`src/rtl/tss_pkg.sv`:
```
package tss_pkg;
  typedef enum logic [2:0] {
    ST_OFF      = 3'd0,
    ST_POWER_UP = 3'd1,
    ST_SETTLE   = 3'd2,
    ST_CAPTURE  = 3'd3,
    ST_RUN      = 3'd4
  } seq_state_t;
endpackage

```
`src/rtl/tss_period_ctr.sv`:
```
module tss_period_ctr #(
  parameter int PW = 16
) (
  input  logic          clk,
  input  logic          rst_n,
  input  logic [PW-1:0] period,
  output logic          tick
);
  logic [PW-1:0] cnt;

  assign tick = (cnt == period - PW'(1));

  always_ff @(posedge clk or negedge rst_n) begin
    if (!rst_n)    cnt <= '0;
    else if (tick) cnt <= '0;
    else           cnt <= cnt + PW'(1);
  end
endmodule

```
`src/rtl/tss_alert_flag.sv`:
```
module tss_alert_flag #(
  parameter int DW        = 10,
  parameter bit HIGH_SIDE = 1'b1
) (
  input  logic          clk,
  input  logic          rst_n,
  input  logic          cap,
  input  logic [DW-1:0] data,
  input  logic [DW-1:0] last,
  input  logic [DW-1:0] thr,
  input  logic [DW-1:0] hyst,
  input  logic          clr,
  output logic          flag
);
  localparam int XW = DW + 1;
  logic hit, clear_ok;

  generate
    if (HIGH_SIDE) begin : g_high
      assign hit      = (data >= thr);
      assign clear_ok = ({1'b0, last} + {1'b0, hyst}) < {1'b0, thr};
    end else begin : g_low
      assign hit      = (data <= thr);
      assign clear_ok = {1'b0, last} > ({1'b0, thr} + {1'b0, hyst});
    end
  endgenerate

  always_ff @(posedge clk or negedge rst_n) begin
    if (!rst_n)             flag <= 1'b0;
    else if (cap && hit)    flag <= 1'b1;
    else if (clr && clear_ok) flag <= 1'b0;
  end

  logic [XW-1:0] unused_w;
  assign unused_w = '0;
endmodule

```
`src/rtl/temp_sample_seq.sv`:
```
module temp_sample_seq
  import tss_pkg::*;
#(
  parameter int DW = 10,
  parameter int PW = 16,
  parameter int SW = 12
) (
  input  logic          clk,
  input  logic          rst_n,
  input  logic          mode_fast,
  input  logic [PW-1:0] period_cycles,
  input  logic [SW-1:0] settle_cycles,
  input  logic          filt_valid,
  input  logic [DW-1:0] filt_data,
  input  logic [DW-1:0] hi_thresh,
  input  logic [DW-1:0] lo_thresh,
  input  logic [DW-1:0] hyst,
  input  logic          alert_clr,
  output logic          ana_en,
  output logic          mod_en,
  output logic          mod_clk_low,
  output logic          rd_valid,
  input  logic          rd_ready,
  output logic [DW-1:0] rd_data,
  output logic          hi_alert,
  output logic          lo_alert
);
  seq_state_t    state, state_nx;
  logic          tick;
  logic [SW-1:0] scnt;
  logic          amode;
  logic          cap;
  logic          settle_done;

  tss_period_ctr #(.PW(PW)) u_period (
    .clk(clk), .rst_n(rst_n), .period(period_cycles), .tick(tick)
  );

  assign settle_done = ({1'b0, scnt} + (SW+1)'(1)) >= {1'b0, settle_cycles};
  assign cap         = (state == ST_CAPTURE) && filt_valid;

  always_comb begin
    state_nx = state;
    unique case (state)
      ST_OFF:      if (tick) state_nx = ST_POWER_UP;
      ST_POWER_UP: state_nx = ST_SETTLE;
      ST_SETTLE:   if (settle_done) state_nx = ST_CAPTURE;
      ST_CAPTURE:  if (filt_valid) state_nx = amode ? ST_RUN : ST_OFF;
      ST_RUN:      if (tick) state_nx = mode_fast ? ST_CAPTURE : ST_OFF;
      default:     state_nx = ST_OFF;
    endcase
  end

  always_ff @(posedge clk or negedge rst_n) begin
    if (!rst_n) begin
      state <= ST_OFF;
      scnt  <= '0;
      amode <= 1'b0;
    end else begin
      state <= state_nx;
      if (state == ST_POWER_UP)     scnt <= '0;
      else if (state == ST_SETTLE)  scnt <= scnt + SW'(1);
      if (tick && (state == ST_OFF || state == ST_RUN)) amode <= mode_fast;
    end
  end

  assign ana_en      = (state != ST_OFF);
  assign mod_en      = (state == ST_SETTLE) || (state == ST_CAPTURE) || (state == ST_RUN);
  assign mod_clk_low = amode;

  always_ff @(posedge clk or negedge rst_n) begin
    if (!rst_n) begin
      rd_valid <= 1'b0;
      rd_data  <= '0;
    end else if (cap) begin
      rd_valid <= 1'b1;
      rd_data  <= filt_data;
    end else if (rd_valid && rd_ready) begin
      rd_valid <= 1'b0;
    end
  end

  tss_alert_flag #(.DW(DW), .HIGH_SIDE(1'b1)) u_hi (
    .clk(clk), .rst_n(rst_n), .cap(cap), .data(filt_data), .last(rd_data),
    .thr(hi_thresh), .hyst(hyst), .clr(alert_clr), .flag(hi_alert)
  );

  tss_alert_flag #(.DW(DW), .HIGH_SIDE(1'b0)) u_lo (
    .clk(clk), .rst_n(rst_n), .cap(cap), .data(filt_data), .last(rd_data),
    .thr(lo_thresh), .hyst(hyst), .clr(alert_clr), .flag(lo_alert)
  );
endmodule

```
`config.mk`:
```
export PLATFORM = sky130hd
export DESIGN_NAME = temp_sample_seq
export DESIGN_NICKNAME = d
export VERILOG_FILES = /design/src/rtl/tss_pkg.sv /design/src/rtl/tss_period_ctr.sv /design/src/rtl/tss_alert_flag.sv /design/src/rtl/temp_sample_seq.sv
export SDC_FILE = /design/constraint.sdc
export NUM_CORES = 1
export LEC_CHECK = 0
export BUFFER_PORTS_ARGS = -buffer_cell sky130_fd_sc_hd__buf_2
export CORE_MARGIN = 2
export CORE_UTILIZATION = 40
export CTS_CLUSTER_DIAMETER = 60
export DETAILED_ROUTE_END_ITERATION = 8
export HOLD_SLACK_MARGIN = 0.02
export SYNTH_ARGS = -nofsm -noshare
export SYNTH_HDL_FRONTEND = slang
export SYNTH_SLANG_ARGS = --single-unit
```
`constraint.sdc`:
```
create_clock -name clk -period 4.41 [get_ports clk]
set_clock_uncertainty 0.1 [all_clocks]
set_input_delay 0 -clock clk [delete_from_list [all_inputs] [get_ports clk]]
set_output_delay 0 -clock clk [all_outputs]
set_load 0.05 [all_outputs]
```
---- Yosys cells after proc, flatten, opt, wreduce, memory -nomap -nowiden ----
Cells that the tools add are included.
word-level totals
  logic and storage cells ................. 61
  register bits ........................... 45
  bits in latches ......................... 0
  bits in writable memories ............... 0
  memories ................................ 0
  memory bits (read-only) ................. 0
  input bits .............................. 74
  output and inout port bits .............. 16
operators by class
  muxes and demuxes ....................... 16
  multipliers ............................. 0
  $add $sub $neg .......................... 6
  reductions and logical operators ........ 17
  div/mod/pow operators ................... 0
  shift operators ......................... 0
  $lt $le $gt $ge ......................... 5
  equal/unequal tests ..................... 9
  bitwise gates (word level) .............. 0
operator list
  cell                   number
  $mux 12                2
  $add 10x10->11         2
  $add 16x1->16 const B  1
  $eq 16x16->1           1
  $mux 16                1
  $sub 16x1->16 const B  1
  $mux 3                 5
  $pmux 3 s5             1
  $add 12x1->13 const B  1
  $ge 13x12->1           1
  $add 12x1->12 const B  1
  $gt 10x11->1           1
  $lt 11x10->1           1
  $ge 10x10->1           1
  $le 10x10->1           1
  $ne 2x2->1 const B     4
  $reduce_bool 2->1      4
  $logic_and 1x1->1      7
  $eq 3x2->1 const B     2
  $mux 1                 6
  $reduce_and 4->1       1
  $eq 3x1->1 const B     1
  $eq 3x3->1 const B     1
  $logic_not 3->1        1
  3 further kinds        5

---- Depth between registers and ports, before layout ----
Gate-level depths: netlist of run 1.
  word-level depth ........................ 5
  mapped depth ............................ 17
  depth with buffers taken out ............ 17

---- By module ----
From an unflattened synthesis of run 1, not the netlist that was laid out.
unflattened totals
  cell total of the unflattened synthesis .. 553
  area, all modules ....................... 4888.4 µm²
modules (own cells, without submodules)
  module                  area each (µm²)  times used  cells an instance
  temp_sample_seq         1700.4           1           163
  tss_period_ctr          1307.5           1           154
  tss_alert_flag at u_lo  980.9            1           128
  tss_alert_flag at u_hi  899.6            1           108

---- Worst setup path before layout of run 1 ----
Ideal clock, no wire load.
  path type ............................... reg2reg
  start point ............................. register rd_data[0]
  end point ............................... register u_hi.flag
  slack ................................... 1.012 ns
  cell stages (with the launch flop) ...... 18
  data arrival time ....................... 3.165 ns
  period minus slack after synthesis ...... 3.398 ns
  data required time ...................... 4.177 ns
  setup time .............................. 0.133 ns
  path buffers ............................ 0
  cells stage by stage .................... dfrtp_1 -> ha_1 -> fa_1 -> a21o_1 -> a21oi_1 -> o21bai_1 -> a21oi_1 -> nor2b_1 -> o21a_1 -> nor2_1 -> xnor2_1 -> ha_1 -> o21a_1 -> o21ai_0 -> nand3_1 -> nand2_1 -> o22ai_1 -> o21bai_1
on the way
  cells in the longest elaborated chain, start to end .. 4
ends and longest elaborated chain
  what                                line                   text
  start, declared                     temp_sample_seq.sv:24  output logic [DW-1:0] rd_data,
  start signal, assigned              temp_sample_seq.sv:77  rd_data <= filt_data;
  $add 10x10->11                      tss_alert_flag.sv:21   assign clear_ok = ({1'b0, last} + {1'b0, hyst}) < {1'b0, thr};
  $lt 11x10->1                        tss_alert_flag.sv:21
  $logic_and 1x1->1                   tss_alert_flag.sv:31   else if (clr && clear_ok) flag <= 1'b0;
  $reduce_bool 2->1 (no source line)  --
  end signal, assigned                tss_alert_flag.sv:29   if (!rst_n) flag <= 1'b0;
  end signal, assigned                tss_alert_flag.sv:30   else if (cap && hit) flag <= 1'b1;
  end signal, assigned                tss_alert_flag.sv:31
  end, declared                       tss_alert_flag.sv:13   output logic flag
No other way between the ends.
A chain may end at the register's enable or synchronous reset.

---- Final worst setup path of run 1 ----
Same ends and word-level chain as after synthesis.

==> impl_metrics.tcl, run 1 <==
set metrics [dict create \
    grt_max_degree 46 \
    synth_flop_cell "sky130_fd_sc_hd__dfrtp_1" \
    clk_root_buf "sky130_fd_sc_hd__clkbuf_16" \
    cts_tree "built" \
    detail_route.drc_violations 0 \
    worst_pin_slew_ns 0.8668 \
    dieArea_sq_um 12150 \
    layout.nets 763 \
    htree_num_levels 2 \
    crit-reg2reg-capture "u_hi.flag" \
    synthMostInstantiatedCell "sky130_fd_sc_hd__ha_1" \
    core_area_sq_um 10940 \
    grt_setup_unrepaired "no" \
    drtPass1Iterations 4 \
    routed_wirelength_mm 10.46 \
    grt_antenna_before_repair 0 \
    cts_setup_buffers 0 \
    placed_cells 732 \
    syn2layout_area_growth_pct 19.47 \
    synth.cells.most_frequent "sky130_fd_sc_hd__ha_1 (74), sky130_fd_sc_hd__dfrtp_1 (45), sky130_fd_sc_hd__inv_1 (41), sky130_fd_sc_hd__nand2_1 (36), sky130_fd_sc_hd__nor2_1 (34)" \
    critPathArrivalTime_ns 3.46 \
    power.density_nw_per_um2 464.7 \
    endpoint_kind "flip-flop" \
    cts_buffers 5 \
    cts.sinks 45 \
    synth_seq_cells 45 \
    post_synth_instance_area_sq_um 4512 \
    synth.yosys.seq_area_share_pct 24.96 \
    instances_no_fill 754 \
    grt_overflow 0 \
    dr.first_iter.drc_count 154 \
    synthesis.area_per_instance_sq_um 8.829 \
    cts-root-to-sink-buffers 2 \
    achievable-frequency_ghz 0.2919 \
    synth.lib_cells_used.distinct 50 \
    min_path_type "primary input to flip-flop" \
    drt.antenna.violating_nets 0 \
    floorplan.rows 38 \
    critPathMaxFanout 4 \
    slew_viol_final 0 \
    r2r_slack_ns 0.98 \
    gp_routability_congestion 0.8358 \
    worst_hold_path.num_cells 3 \
    cts-resized-gates 0 \
    initial_core_util_pct 41.26 \
    vias_per_cell 5.285 \
    netlist_instances 511 \
    synth.area.top_cells "sky130_fd_sc_hd__dfrtp_1 (25%), sky130_fd_sc_hd__ha_1 (21%), sky130_fd_sc_hd__xnor2_1 (6.0%)" \
    hold_ws_ns 0.03763 \
    post-dp-hpwl_mm 8.508 \
    critPathLaunchType "flip-flop" \
    finalHoldViolCount 0 \
    yosys_warnings 0 \
    run_status "finished clean" \
    detail_route.wl_per_cell_um 13.87 \
    drv_cap 0 \
    floorplan.die.height_um 110.2 \
    post-route-period-util_pct 77.68 \
    layout-drive-gt1-share_pct 18.24 \
    grtUsageTotal_pct 18.22 \
    clk_latency_ns 0.29 \
    io_pins 90 \
    total_power_mw 2.505 \
    vdd_ir_drop_max_mv 0.4075 \
    io_buffer_count 89 \
    worst_setup_hold_path_clk_slew_ns 0.07 \
    fp.dieW_um 110.2 \
    number_of_global_route_vias_before_repair 3928 \
    final_critical_path_setup_slack_ns 0.9844 \
    worst_r2r_path_depth 17 \
    pre_cts_ws_ns 0.9891 \
    startpoint "rd_data[0]" \
    syn_nets 661 \
    setup-tns-final_ns 0 \
    cts-hold-fix-buffers 14 \
    grt_pass1_wl_mm 17.65 \
    timing.rr.start "rd_data[0]" \
    synth_top_area_share_pct 24.96 \
    layout_min_cycle_time_ns 3.426 \
    antenna_cells 0 \
    via_count 3985 \
    critPathKind "flip-flop to flip-flop" \
    cp.required_ns 4.45 \
    timing.final.setup_violations 0 \
    edff_count_synth 0 \
    cp-endpoint "u_hi.flag" \
    p_leak_nw 2.733 \
    synth_top_area_cell "sky130_fd_sc_hd__dfrtp_1" \
    synth_async_sr_flop_share_pct 100.0 \
    slew-limit-headroom_pct 42.05 \
]
[flip-flops by register name, summed over array words and instances (netlist names)]
name	count
rd_data	10
rd_valid	1
u_period.cnt	16
u_hi.flag	1
state	3
scnt	12
u_lo.flag	1
mod_clk_low	1
[power by group]
group / leakage (nW) / switching [mW] / internal [mW] / total, mW
clock: 0.0704 / 0.168 / 0.213 / 0.382
combinational: 2.09 / 0.848 / 0.616 / 1.46
sequential: 0.576 / 0.144 / 0.516 / 0.660
total: 2.73 / 1.16 / 1.34 / 2.50
[kinds of logic (layout without fill, tap and decap cells)]
family | count (synthesis) | count (layout) | synth area share, %
muxes | 11 | 11 | 2.690
xor gates and xnor gates | 62 | 62 | 12.37
buffers and inverters | 50 | 153 | 4.298
adders and majority gates | 76 | 76 | 21.41
AOI/OAI and AO/OA | 117 | 117 | 17.19
and+or+nand+nor | 150 | 150 | 17.08
DFF | 45 | 45 | 24.96
[worst max-delay path: stages (launching register included)]
cell	delay, ns
sky130_fd_sc_hd__dfrtp_1	0.41
sky130_fd_sc_hd__ha_1	0.22
sky130_fd_sc_hd__fa_1	0.40
sky130_fd_sc_hd__a21o_1	0.17
sky130_fd_sc_hd__a21oi_1	0.23
sky130_fd_sc_hd__o21bai_1	0.11
sky130_fd_sc_hd__a21oi_1	0.24
sky130_fd_sc_hd__nor2b_1	0.09
sky130_fd_sc_hd__o21a_1	0.17
sky130_fd_sc_hd__nor2_1	0.11
sky130_fd_sc_hd__xnor2_1	0.14
sky130_fd_sc_hd__ha_1	0.25
sky130_fd_sc_hd__o21a_1	0.11
sky130_fd_sc_hd__o21ai_0	0.13
sky130_fd_sc_hd__nand3_1	0.09
sky130_fd_sc_hd__nand2_1	0.07
sky130_fd_sc_hd__o22ai_1	0.06
sky130_fd_sc_hd__o21bai_1	0.17
[worst min path at each step]
stage / slack (ns) / endpoint / startpoint
after floorplan: -0.40 / mod_clk_low / rst_n
after global placement: 0.04 / rd_data[2] / rst_n
after detailed placement: 0.04 / rd_data[0] / rst_n
after CTS: 0.03 / state[0] / filt_valid
after global routing: 0.07 / state[0] / filt_valid
final: 0.04 / state[0] / filt_valid
[per-stage QoR]
stage,instance area (sq um),util (%)
detailed placement,5100,46.64
CTS,5390,49.29
floorplan,4512,-
global placement,5100,46.64
global route,5390,49.29
finish,5390,49.29
[layer usage]
layer  routed length, um  vias up  track usage [%]
met5                   0        -                0
li1                    -     2033                -
met2                5011       84            31.29
met3                 353       12            2.293
met4                 158        0            5.089
met1                4932     1856            24.07
[area by class of cell]
| cell class | count | area (sq um) |
|---|---|---|
| fill | 1085 | 5545 |
| multi-input combinational | 416 | 3192 |
| sequential | 45 | 1126 |
| timing repair buffer | 104 | 593.1 |
| tap | 140 | 175.2 |
| inverter | 41 | 153.9 |
| clock buffer | 5 | 125.1 |
| clock inverter | 3 | 25.02 |
[cells in the final DEF (no fill, tap or decap), types with 22 or more instances in the layout]
cell	instances
sky130_fd_sc_hd__nor2_1	34
sky130_fd_sc_hd__o21ai_0	22
sky130_fd_sc_hd__inv_1	41
sky130_fd_sc_hd__a21oi_1	23
sky130_fd_sc_hd__buf_2	89
sky130_fd_sc_hd__nand2_1	36
sky130_fd_sc_hd__dfrtp_1	45
sky130_fd_sc_hd__ha_1	74
sky130_fd_sc_hd__xor2_1	30
sky130_fd_sc_hd__xnor2_1	31
Power figures use the tool's default switching activity.
==> run 2: changes to the inputs <==
==> constraint.sdc (replaced) <==
create_clock -name clk -period 3.4 [get_ports clk]
set_clock_uncertainty 0.1 [all_clocks]
set_input_delay 0 -clock clk [delete_from_list [all_inputs] [get_ports clk]]
set_output_delay 0 -clock clk [all_outputs]
set_load 0.05 [all_outputs]
==> impl_metrics.tcl, run 2 (same netlist as run 1, synthesis figures left out) <==
set metrics [dict create \
    layout_min_cycle_time_ns 3.272 \
    slew-limit-headroom_pct 29.06 \
    gp_routability_congestion 0.8525 \
    pwr-share-seq_pct 25.0 \
    drtPass1Iterations 4 \
    grt_pass1_wl_mm 17.84 \
    critPathMaxFanout 2 \
    slew_viol_final 0 \
    critPathLaunchType "flip-flop" \
    achievable-frequency_ghz 0.3056 \
    number_of_global_route_vias_before_repair 3984 \
    max_flop_register "u_period.cnt" \
    finalHoldViolCount 0 \
    routed_wirelength_mm 10.56 \
    most_common_cell_after_layout_fill_and_taps_aside "sky130_fd_sc_hd__buf_2" \
    routed-wl-met2_mm 5.079 \
    grt_setup_unrepaired "no" \
    hold_ws_ns 0.04402 \
    endpoint_kind "flip-flop" \
    route.top_layer_used "met4" \
    grt_overflow 0 \
    clk_root_buf "sky130_fd_sc_hd__clkbuf_16" \
    grt_antenna_before_repair 0 \
    io_pins 90 \
    cp.required_ns 3.44 \
    p_leak_nw 2.785 \
    vdd_ir_drop_max_mv 0.3589 \
    cts.sinks 45 \
    layout.nets 768 \
    power.density_nw_per_um2 622.6 \
    timing.final.setup_violations 0 \
    min_path_type "primary input to flip-flop" \
    detail_route.wirelength.met1_mm 4.985 \
    detail_route.wl_per_cell_um 13.92 \
    io_buffer_count 89 \
    clk_latency_ns 0.28 \
    route.met3.wl_um 343 \
    post-dp-hpwl_mm 8.585 \
    fp.dieW_um 110.2 \
    p_switching_mw 1.499 \
    most-common-layout-cells "sky130_fd_sc_hd__buf_2 (89), sky130_fd_sc_hd__ha_1 (74), sky130_fd_sc_hd__dfrtp_1 (45)" \
    syn2layout_area_growth_pct 21.52 \
    post-route-period-util_pct 96.24 \
    swShare_pct 43.91 \
    largest_register_ffs 16 \
    floorplan.die.height_um 110.2 \
    grt_max_degree 46 \
    run_status "finished clean" \
    combinationalPowerShare_pct 56.4 \
    via_count 4002 \
    dieArea_sq_um 12150 \
    htree_num_levels 2 \
    cts_tree "built" \
    p_int_mw 1.915 \
    drv_cap 0 \
    antenna_cells 0 \
    floorplan.rows 38 \
    vias_per_cell 5.273 \
    layout-drive-gt1-share_pct 19.39 \
    grtUsageTotal_pct 18.34 \
    detail_route.drc_violations 0 \
    clock_power_share_pct 18.6 \
    worst_setup_hold_path_clk_slew_ns 0.07 \
    critPathKind "flip-flop to flip-flop" \
    worst_pin_slew_ns 1.064 \
    initial_core_util_pct 41.26 \
    cts-root-to-sink-buffers 2 \
    top_regs "u_period.cnt x16, scnt x12, rd_data x10" \
    core_area_sq_um 10940 \
    critPathArrivalTime_ns 3.31 \
    dr.first_iter.drc_count 145 \
    setup-tns-final_ns 0 \
    cts_buffers 5 \
    drt.antenna.violating_nets 0 \
]
-- run 2: changes by cell type in the layout (fill, tap and decap cells not counted), sizes merged --
| cell | delta |
|---|---|
| clkinvlp | -1 |
| clkinv | -1 |
| buf | +5 |
| bufinv | +2 |
-- run 2: worst max-delay path: stages, from the launching register on --
cell	delay [ns]
sky130_fd_sc_hd__dfrtp_1	0.38
sky130_fd_sc_hd__ha_1	0.21
sky130_fd_sc_hd__fa_1	0.40
sky130_fd_sc_hd__a21o_1	0.19
sky130_fd_sc_hd__a21oi_2	0.17
sky130_fd_sc_hd__o21bai_1	0.09
sky130_fd_sc_hd__a21oi_1	0.19
sky130_fd_sc_hd__nor2b_1	0.09
sky130_fd_sc_hd__o21a_1	0.17
sky130_fd_sc_hd__nor2_1	0.11
sky130_fd_sc_hd__xnor2_1	0.13
sky130_fd_sc_hd__ha_1	0.25
sky130_fd_sc_hd__o21a_1	0.10
sky130_fd_sc_hd__o21ai_0	0.16
sky130_fd_sc_hd__nand3_1	0.09
sky130_fd_sc_hd__nand2_1	0.07
sky130_fd_sc_hd__o22ai_1	0.07
sky130_fd_sc_hd__o21bai_1	0.16
-- run 2: through the flow --
step	util (%)	instance area [sq um]	cells	setup slack, ns	power, mW
CTS	49.76	5441	755	0.09423	3.438
global placement	46.70	5107	733	0.1575	2.720
finish	50.14	5483	759	0.1278	3.414
global route	50.14	5483	759	0.01336	3.730
floorplan	-	4512	511	0.001962	2.250
detailed placement	46.70	5107	733	0.1224	2.756
-- run 2: power by group through the flow --
stage | registers (mW) | clock network [mW] | logic, mW
6_report | 0.852 | 0.635 | 1.93
5_1_grt | 0.884 | 0.677 | 2.17
4_1_cts | 0.853 | 0.653 | 1.93
3_5_place_dp | 0.861 | 0 | 1.89
3_3_place_gp | 0.856 | 0 | 1.86
2_1_floorplan | 1.06 | 0 | 1.19
-- run 2: layer usage --
metal	GRT usage [%]	vias to the layer above
li1	-	2046
met5	0	-
met3	1.881	10
met1	23.89	1865
met2	32.56	81
met4	4.464	0
-- run 2: layout make-up --
class | instances | area, sq um
clock inverter | 3 | 68.82
multi-input combinational | 416 | 3203
inverter | 41 | 153.9
fill | 1062 | 5453
clock buffer | 5 | 125.1
timing repair buffer | 109 | 630.6
tap | 140 | 175.2
sequential | 45 | 1126
-- run 2: path summary, 6_finish.rpt --
kind | startpoint | endpoint | slack (ns) | depth (start not counted)
worst min-delay path | filt_valid | state[0] | 0.04 | 3
worst max register to register | rd_data[0] | u_hi.flag | 0.13 | 17
worst max-delay path | rd_data[0] | u_hi.flag | 0.13 | 17
max in group asynchronous | rst_n | scnt[5] | 2.19 | 2
worst min register to register | mod_clk_low | mod_clk_low | 0.41 | 1
min in group asynchronous | rst_n | rd_data[2] | 0.35 | 2
-- run 2: timing repair --
action                                  4_1_cts  5_1_grt
endpoints found under the setup margin        0        2
gates resized for setup                       0        3
endpoints found under the hold margin        58        0
hold buffers                                 14        0
buffers inserted                              0        4
==> run 3: changes to the inputs <==
--- a/config.mk
+++ b/config.mk
@@ -11,6 +11,7 @@
 export CTS_CLUSTER_DIAMETER = 60
 export DETAILED_ROUTE_END_ITERATION = 8
 export HOLD_SLACK_MARGIN = 0.02
+export PLACE_DENSITY = 0.62
 export SYNTH_ARGS = -nofsm -noshare
 export SYNTH_HDL_FRONTEND = slang
 export SYNTH_SLANG_ARGS = --single-unit
==> impl_metrics.tcl, run 3 (same netlist as run 1, synthesis figures left out) <==
set metrics [dict create \
    dieArea_sq_um 12150 \
    cts-root-to-sink-buffers 2 \
    via_count 4030 \
    endpoint_kind "flip-flop" \
    most-common-layout-cells "sky130_fd_sc_hd__buf_2 (89), sky130_fd_sc_hd__ha_1 (74), sky130_fd_sc_hd__dfrtp_1 (45)" \
    antenna_cells 0 \
    grt_setup_unrepaired "no" \
    grt_antenna_before_repair 0 \
    min_from "filt_valid" \
    timing.rr.start "rd_data[0]" \
    layout_min_cycle_time_ns 3.224 \
    instances_no_fill 756 \
    r2r_slack_ns 0.18 \
    top_regs "u_period.cnt x16, scnt x12, rd_data x10" \
    finalHoldViolCount 0 \
    achievable-frequency_ghz 0.3102 \
    detail_route.drc_violations 0 \
    worstPathBufferInverterCount 0 \
    largest_register_ffs 16 \
    grtUsageTotal_pct 18.81 \
    detail_route.wl_per_cell_um 14.17 \
    io_buffer_count 89 \
    drtPass1Iterations 4 \
    fp.dieW_um 110.2 \
    htree_num_levels 2 \
    cp_top_family "compound AO/OA/AOI/OAI gates" \
    finalCoreUtilization_pct 49.59 \
    syn2layout_area_growth_pct 20.19 \
    run_status "finished clean" \
    core_area_sq_um 10940 \
    gp_routability_congestion 0.8755 \
    post-dp-hpwl_mm 8.647 \
    layout.nets 765 \
    min_to "state[0]" \
    vdd_ir_drop_max_mv 0.3837 \
    cts_buffers 5 \
    floorplan.die.height_um 110.2 \
    cts.sinks 45 \
    timing.final.setup_violations 0 \
    crit-reg2reg-capture "u_hi.flag" \
    cpPeakStageDelay_ns 0.39 \
    placed_cells 732 \
    critPathKind "flip-flop to flip-flop" \
    number_of_global_route_vias_before_repair 3971 \
    slew-limit-headroom_pct 27.66 \
    p_leak_nw 2.745 \
    setup-tns-final_ns 0 \
    drt.antenna.violating_nets 0 \
    routed_wirelength_mm 10.71 \
    most_common_cell_after_layout_fill_and_taps_aside "sky130_fd_sc_hd__buf_2" \
    drv_cap 0 \
    clk_latency_ns 0.29 \
    worst_setup_hold_path_clk_slew_ns 0.07 \
    grt_overflow 0 \
    hold_ws_ns 0.04282 \
    floorplan.rows 38 \
    dr.first_iter.drc_count 193 \
    cts_tree "built" \
    slew_viol_final 0 \
    max_flop_register "u_period.cnt" \
    layout-drive-gt1-share_pct 19.32 \
    worst_hold_path.num_cells 3 \
    clk_root_buf "sky130_fd_sc_hd__clkbuf_16" \
    cp.required_ns 3.44 \
    worst_r2r_path_depth 17 \
    critPathArrivalTime_ns 3.26 \
    crit_chain "ha_1, fa_2, a21o_1, a21oi_2, o21bai_1, a21oi_2, nor2b_1, o21a_1, nor2_1, xnor2_1, ha_1, o21a_1, o21ai_0, nand3_1, nand2_1, o22ai_1, o21bai_1" \
    io_pins 90 \
    vias_per_cell 5.331 \
    power.density_nw_per_um2 608.8 \
    initial_core_util_pct 41.26 \
    critPathLaunchType "flip-flop" \
    crit_slowest_cell "sky130_fd_sc_hd__dfrtp_1" \
    worst_pin_slew_ns 1.085 \
    pre_cts_ws_ns 0.006672 \
    grt_pass1_wl_mm 18.13 \
    min_path_type "primary input to flip-flop" \
    post-route-period-util_pct 94.83 \
    final_critical_path_setup_slack_ns 0.1759 \
    grt_max_degree 46 \
    critPathMaxFanout 2 \
]
## run 3: how the worst max path moves through the flow
stage                      endpoint  slack, ns        from  cells after the start
after CTS                 u_hi.flag       0.05  rd_data[0]                     17
after global routing      u_hi.flag      0.006  rd_data[1]                     15
after floorplan           u_hi.flag      0.002  rd_data[0]                     17
final                     u_hi.flag       0.18  rd_data[0]                     17
after global placement    u_hi.flag       0.08  rd_data[0]                     17
after detailed placement  u_hi.flag      0.007  rd_data[0]                     17
## run 3: stage by stage
step / power, mW / cell area, sq um
final: 3.301 / 5423
after floorplan: 2.250 / 4512
after global placement: 2.720 / 5100
after detailed placement: 2.761 / 5100
after CTS: 3.312 / 5394
after global routing: 3.612 / 5423
## run 3: layout make-up
cell class                      instances  area, sq um
Timing Repair Buffer                  106        608.1
Clock inverter                          3        25.02
Fill cell                            1062         5513
Multi-Input combinational cell        416         3209
Inverter                               41        153.9
Sequential cell                        45         1126
Tap cell                              140        175.2
Clock buffer                            5        125.1
## run 3: tightest hold or removal path: stages
cell and delay [ns]:
sky130_fd_sc_hd__buf_2 0.12, sky130_fd_sc_hd__a21oi_1 0.14, sky130_fd_sc_hd__o32a_1 0.14
## run 3: where the power goes
| group | switching (mW) | internal (mW) | leakage [nW] |
|---|---|---|---|
| Clock | 0.226 | 0.277 | 0.0704 |
| Combinational | 1.13 | 0.817 | 2.10 |
| Sequential | 0.183 | 0.669 | 0.576 |
## run 3: timing repair
item	4_1_cts	5_1_grt
endpoints found under the hold margin	58	0
setup endpoints to repair	1	2
gates resized for setup	1	4
buffers inserted	0	2
pin swaps	0	3
hold buffers	14	0
## run 3: per-layer routing
| metal | track usage (%) | share of wire [%] | up-vias |
|---|---|---|---|
| met3 | 2.998 | 4.4 | 6 |
| met1 | 24.82 | 47 | 1889 |
| li1 | - | - | 2041 |
| met5 | 0 | 0 | - |
| met4 | 5.179 | 1.0 | 0 |
| met2 | 31.90 | 47 | 94 |
